--- config.mk ---
export PLATFORM = sky130hd
export DESIGN_NAME = prefetch_byte_queue
export DESIGN_NICKNAME = d
export VERILOG_FILES = /design/src/rtl/pfq_pkg.sv /design/src/rtl/pfq_rst_sync.sv /design/src/rtl/pfq_level_ctrl.sv /design/src/rtl/pfq_slot_array.sv /design/src/rtl/pfq_req_gen.sv /design/src/rtl/prefetch_byte_queue.sv
export SDC_FILE = /design/constraint.sdc
export NUM_CORES = 1
export LEC_CHECK = 0
export BUFFER_PORTS_ARGS = -buffer_cell sky130_fd_sc_hd__buf_2
export CAP_MARGIN = 40
export CORE_ASPECT_RATIO = 0.7
export CORE_MARGIN = 2
export CORE_UTILIZATION = 25
export CTS_BUF_LIST = sky130_fd_sc_hd__clkbuf_4
export CTS_CLUSTER_DIAMETER = 60
export DETAILED_ROUTE_END_ITERATION = 8
export PLACE_DENSITY = 0.4
export SLEW_MARGIN = 20
export SYNTH_ARGS = -nofsm -noshare
export SYNTH_HDL_FRONTEND = slang
export SYNTH_SLANG_ARGS = --single-unit
--- constraint.sdc ---
create_clock -name clk -period 1.9 [get_ports clk]
set_input_delay 0.285 -clock clk [delete_from_list [all_inputs] [get_ports clk]]
set_output_delay 0.285 -clock clk [all_outputs]
set_load 0.02 [all_outputs]
--- src/rtl/pfq_pkg.sv ---
package pfq_pkg;
  localparam int PFQ_DEPTH_DFLT = 6;
  localparam int PFQ_BYTE_W     = 8;
  localparam int PFQ_LANES      = 2;

  typedef struct packed {
    logic flush;
    logic rd_ok;
    logic wr_ok;
  } pfq_op_t;
endpackage

--- src/rtl/pfq_rst_sync.sv ---
module pfq_rst_sync #(
  parameter int STAGES = 2
) (
  input  logic clk,
  input  logic rst_n,
  output logic srst_n
);
  logic [STAGES-1:0] sync_q;

  always_ff @(posedge clk or negedge rst_n) begin
    if (!rst_n) sync_q <= '0;
    else        sync_q <= {sync_q[STAGES-2:0], 1'b1};
  end

  assign srst_n = sync_q[STAGES-1];
endmodule

--- src/rtl/pfq_level_ctrl.sv ---
module pfq_level_ctrl
  import pfq_pkg::*;
#(
  parameter int DEPTH = PFQ_DEPTH_DFLT,
  localparam int LVL_W = $clog2(DEPTH + 1)
) (
  input  logic             clk,
  input  logic             rst_n,
  input  logic             fill_valid,
  input  logic             rd_req,
  input  logic             flush,
  output logic [LVL_W-1:0] level_q,
  output logic [LVL_W-1:0] wr_base,
  output pfq_op_t          op,
  output logic             underflow_q
);
  localparam logic [LVL_W-1:0] ROOM_MAX = LVL_W'(DEPTH - PFQ_LANES);

  logic [LVL_W-1:0] level_nxt;
  logic [LVL_W-1:0] after_rd;
  logic             uf_nxt;

  always_comb begin
    op.flush = flush;
    op.rd_ok = rd_req && (level_q != '0) && !flush;
    after_rd = level_q - {{(LVL_W-1){1'b0}}, op.rd_ok};
    op.wr_ok = fill_valid && !flush && (after_rd <= ROOM_MAX);
    wr_base  = after_rd;
    uf_nxt   = rd_req && (level_q == '0) && !flush;
    if (flush)          level_nxt = '0;
    else if (op.wr_ok)  level_nxt = after_rd + LVL_W'(PFQ_LANES);
    else                level_nxt = after_rd;
  end

  always_ff @(posedge clk or negedge rst_n) begin
    if (!rst_n) begin
      level_q     <= '0;
      underflow_q <= 1'b0;
    end else begin
      level_q     <= level_nxt;
      underflow_q <= uf_nxt;
    end
  end
endmodule

--- src/rtl/pfq_slot_array.sv ---
module pfq_slot_array
  import pfq_pkg::*;
#(
  parameter int DEPTH  = PFQ_DEPTH_DFLT,
  parameter int BYTE_W = PFQ_BYTE_W,
  localparam int LVL_W = $clog2(DEPTH + 1)
) (
  input  logic              clk,
  input  logic              rst_n,
  input  pfq_op_t           op,
  input  logic [LVL_W-1:0]  wr_base,
  input  logic [2*BYTE_W-1:0] word,
  output logic [BYTE_W-1:0] head
);
  logic [DEPTH-1:0][BYTE_W-1:0] slot_bus;
  logic [LVL_W-1:0]             hi_idx;
  logic                         shift;
  logic                         load;

  assign hi_idx = wr_base + 1'b1;
  assign shift  = op.rd_ok;
  assign load   = op.wr_ok;

  for (genvar i = 0; i < DEPTH; i++) begin : g_slot
    logic [BYTE_W-1:0] q;
    logic [BYTE_W-1:0] d;
    logic [BYTE_W-1:0] from_up;
    logic              en;

    if (i < DEPTH - 1) begin : g_mid
      assign from_up = slot_bus[i+1];
    end else begin : g_top
      assign from_up = '0;
    end

    always_comb begin
      d = shift ? from_up : q;
      if (load && (wr_base == LVL_W'(i)))     d = word[BYTE_W-1:0];
      else if (load && (hi_idx == LVL_W'(i))) d = word[2*BYTE_W-1:BYTE_W];
      en = shift || load;
    end

    always_ff @(posedge clk or negedge rst_n) begin
      if (!rst_n)  q <= '0;
      else if (en) q <= d;
    end

    assign slot_bus[i] = q;
  end

  assign head = slot_bus[0];
endmodule

--- src/rtl/pfq_req_gen.sv ---
module pfq_req_gen
  import pfq_pkg::*;
#(
  parameter int DEPTH = PFQ_DEPTH_DFLT,
  localparam int LVL_W = $clog2(DEPTH + 1)
) (
  input  logic [LVL_W-1:0] level_q,
  input  logic             opnd_pend,
  input  logic             flush,
  output logic             fetch_req,
  output logic             full,
  output logic             rd_valid
);
  localparam logic [LVL_W-1:0] CAP = LVL_W'(DEPTH);

  logic [LVL_W-1:0] free_slots;

  always_comb begin
    free_slots = CAP - level_q;
    fetch_req  = (free_slots >= LVL_W'(PFQ_LANES)) && !opnd_pend && !flush;
    full       = (level_q == CAP);
    rd_valid   = (level_q != '0);
  end
endmodule

--- src/rtl/prefetch_byte_queue.sv ---
module prefetch_byte_queue
  import pfq_pkg::*;
#(
  parameter int DEPTH  = PFQ_DEPTH_DFLT,
  parameter int BYTE_W = PFQ_BYTE_W,
  localparam int LVL_W = $clog2(DEPTH + 1)
) (
  input  logic                clk,
  input  logic                rst_n,
  input  logic                fill_valid,
  input  logic [2*BYTE_W-1:0] fill_word,
  input  logic                flush,
  input  logic                opnd_pend,
  input  logic                rd_req,
  output logic                fetch_req,
  output logic [BYTE_W-1:0]   rd_byte,
  output logic                rd_valid,
  output logic [LVL_W-1:0]    level,
  output logic                full,
  output logic                underflow
);
  logic             srst_n;
  pfq_op_t          op;
  logic [LVL_W-1:0] wr_base;
  logic [LVL_W-1:0] level_q;

  pfq_rst_sync #(.STAGES(2)) u_rst (
    .clk    (clk),
    .rst_n  (rst_n),
    .srst_n (srst_n)
  );

  pfq_level_ctrl #(.DEPTH(DEPTH)) u_ctrl (
    .clk         (clk),
    .rst_n       (srst_n),
    .fill_valid  (fill_valid),
    .rd_req      (rd_req),
    .flush       (flush),
    .level_q     (level_q),
    .wr_base     (wr_base),
    .op          (op),
    .underflow_q (underflow)
  );

  pfq_slot_array #(.DEPTH(DEPTH), .BYTE_W(BYTE_W)) u_slots (
    .clk     (clk),
    .rst_n   (srst_n),
    .op      (op),
    .wr_base (wr_base),
    .word    (fill_word),
    .head    (rd_byte)
  );

  pfq_req_gen #(.DEPTH(DEPTH)) u_req (
    .level_q   (level_q),
    .opnd_pend (opnd_pend),
    .flush     (flush),
    .fetch_req (fetch_req),
    .full      (full),
    .rd_valid  (rd_valid)
  );

  assign level = level_q;
endmodule

==> results.json <==
{
  "reg2reg_setup_slack_ns": -0.43,
  "yosysTopAreaCell": "dfrtp_1",
  "postSynthCellCount": 319,
  "slew_headroom_pct": 65.70,
  "diodes": 0,
  "power.total_mw": 4.574,
  "cp-end-kind": "flip-flop",
  "ys.flop_type": "dfrtp_1",
  "violations": "negative setup slack",
  "skew_ns": 0.02279,
  "ios": 37,
  "critPathLaunch": "u_ctrl.level_q[1]$_DFF_PN0_",
  "min_period_ns": 2.328,
  "worst-path-max-fanout": 16,
  "portBuffers": 36,
  "worst_slew_pin_slew_ns": 0.5145,
  "clk_latency_ns": 0.41,
  "power.density_nw_per_um2": 1117,
  "clockPowerShare_pct": 15.4,
  "first_pass_iters": 4,
  "rsz0062_at_grt": "yes",
  "setup_ws_ns": -0.4281,
  "crit_end": "u_slots.g_slot[2].from_up[2]$_DFFE_PN0P_",
  "setup_violations": 50,
  "synth_enable_flop_cells": 0,
  "die_area_um2": 12550,
  "hpwl_um": 6039,
  "post_drt_wl_per_cell_um": 17.39,
  "cts.sinks": 54,
  "ir_worst_vdd_uv": 420.4,
  "synth-seq-cells": 54,
  "final_nets": 415,
  "seqPwrFrac_pct": 40.4,
  "yosysTopAreaCellShare_pct": 46.37,
  "fmax_mhz": 429.5,
  "r2r_cells": 11,
  "grt_pass1_wl_um": 14680,
  "synthArstFlopShare_pct": 100.0,
  "netlist_area_um2": 2914,
  "cts_root_buf": "clkbuf_4",
  "fillers": 1157,
  "hp-class": "input port to flip-flop",
  "avgSynthCellArea_um2": 9.135,
  "place.gp.congestion": 0.7507,
  "swShare_pct": 37.25,
  "p_sw_mw": 1.704,
  "crit_type": "flip-flop to flip-flop",
  "drc_errors": 0,
  "finalHoldViolations": 0,
  "p_comb_share_pct": 44.2,
  "fin_tns_setup_ns": -16.18,
  "die_h_um": 94.33,
  "critPathLaunchType": "flip-flop",
  "ant_nets": 0,
  "rows": 32,
  "start_util_pct": 26.09,
  "min_period_over_period_pct": 122.5,
  "die_x_um": 133.0,
  "drv_cap": 0,
  "yosysMostFrequentCell": "dfrtp_1",
  "grt_usage_pct": 15.21,
  "synth_nets": 346,
  "required_ns": 2.19,
  "status": "finished with violations",
  "synthTopCellsByCount": "54 x dfrtp_1, 49 x nand2_1, 28 x o21ai_0, 19 x nor2_1, 17 x a211oi_1",
  "drt-initial-drc-count": 125,
  "grt_max_degree": 53,
  "synth.distinct_cells": 39,
  "cts_buffers": 5,
  "p_int_mw": 2.870,
  "crit_arrival_ns": 2.62,
  "ys.warnings.count": 0,
  "antenna_found_initial": 0,
  "slew_viol_final": 0,
  "vias": 2717,
  "leakage_nw": 1.825,
  "cts.path.max_buffers": 2,
  "routed_wl_um": 9424,
  "syn2layout_area_growth_pct": 40.49,
  "synth_area_leaders": "dfrtp_1 46%, nand2_1 6.3%, o21ai_0 4.8%",
  "h-tree-depth": 2,
  "layout-drive-gt1-share_pct": 41.13,
  "rr_startpoint": "u_ctrl.level_q[1]$_DFF_PN0_",
  "vias_per_cell": 5.013,
  "grt_overflow": 0,
  "reg2reg_to": "u_slots.g_slot[2].from_up[2]$_DFFE_PN0P_",
  "grt_pass1_vias": 2829,
  "core_area_um2": 11170,
  "path_clk_slew_ns": 0.18,
  "cts_tree": "done",
  "ys_seq_area_share_pct": 46.37
}
==> area by class of cell <==
type                    instances  area, um2  area share [%]
flip-flops and latches         54       1356           33.13
clock inverters                 2      38.79          0.9474
inverters                      13      56.30           1.375
clock buffers                   6      45.04           1.100
well taps                     153      191.4           4.676
multi-input cells             231       1740           42.51
repair buffers                 83      665.6           16.26
==> routing by layer <==
metal  wire length, um  vias to the layer above  GRT usage (%)
met4                82                        0          3.853
li1                  -                     1290              -
met5                 0                        -              0
met1              4951                     1377          21.62
met2              4026                       43          23.62
met3               363                        7          3.274
==> state kept, by name, indices dropped and copies added (netlist names) <==
| signal | flops |
|---|---|
| u_slots.g_slot.from_up | 40 |
| u_slots.head | 8 |
| u_ctrl.level_q | 3 |
| u_rst.sync_q | 2 |
| u_ctrl.underflow_q | 1 |
==> layout by cell type, fill, tap and decap left out, types with 3 or more instances in the layout <==
cell type,instances
nand2_1,45
buf_6,10
buf_4,29
ha_4,3
clkbuf_4,6
inv_1,9
mux2_2,8
a211oi_2,4
dfrtp_2,4
buf_12,6
nor2_4,6
a221o_1,8
a31oi_1,13
o31ai_1,4
nor3_1,14
dfrtp_1,50
a211oi_1,13
and3_1,16
nand2_2,3
o21ai_1,30
and2_4,4
a22oi_2,7
nor2_1,11
buf_2,36
==> critical path, cell delays in order (launching register included) <==
cell and delay (ns):
dfrtp_2 0.44, inv_2 0.07, ha_4 0.14, nand2b_4 0.06, nand2_4 0.08, clkinv_4 0.05
ha_4 0.15, ha_4 0.26, nand2b_4 0.14, or3_1 0.36, buf_6 0.17, a221o_1 0.30
==> power groups by stage <==
stage / clock (mW) / sequential (mW) / combinational [mW]
finish: 0.705 / 1.85 / 2.02
global route: 0.781 / 1.89 / 2.21
CTS: 0.730 / 1.83 / 1.86
detailed placement: 0 / 1.85 / 1.71
global placement: 0 / 1.85 / 1.68
floorplan: 0 / 1.94 / 1.07
==> how the worst min path moves through the flow <==
stage,start,to,slack (ns),cells after the start
5_1_grt,fill_word[15],u_slots.g_slot[4].from_up[7]$_DFFE_PN0P_,0.09,3
4_1_cts,fill_word[15],u_slots.g_slot[4].from_up[7]$_DFFE_PN0P_,0.1,3
3_5_place_dp,rst_n,u_rst.sync_q[0]$_DFF_PN0_,0.07,1
6_report,fill_word[15],u_slots.g_slot[4].from_up[7]$_DFFE_PN0P_,0.12,3
2_1_floorplan,rst_n,u_rst.sync_q[0]$_DFF_PN0_,-0.01,0
3_3_place_gp,rst_n,u_rst.sync_q[0]$_DFF_PN0_,0.07,1
==> stage by stage <==
step	utilization, %	instances	area, um2	hold slack [ns]	setup WS [ns]
3_3_place_gp	32.11	517	3587	0.07191	-0.4829
6_report	36.65	542	4094	0.1194	-0.4281
5_1_grt	36.65	542	4094	0.09136	-0.4971
3_5_place_dp	32.11	517	3587	0.07234	-0.5434
2_1_floorplan	-	319	3126	-0.01059	-0.7492
4_1_cts	34.50	535	3854	0.09663	-0.4232
==> cells by family after synthesis <==
family / Yosys count / share of synthesized area (%)
fa+ha+maj: 5 / 2.147
flops: 54 / 46.37
compound gates: 93 / 21.08
mux: 8 / 3.092
xor+xnor: 3 / 1.160
simple gates: 117 / 19.92
buf+inv: 38 / 6.097
other cells: 1 / 0.1287
==> timing repair <==
action / 4_1_cts / 5_1_grt
gates cloned: 3 / 3
endpoints found under the hold margin: 2 / 0
pin swaps: 7 / 13
hold buffers: 1 / 0
resized for setup: 32 / 40
setup buffers: 7 / 5
endpoints found under the setup margin: 50 / 52
No activity file was read; power rests on OpenSTA's default activity.
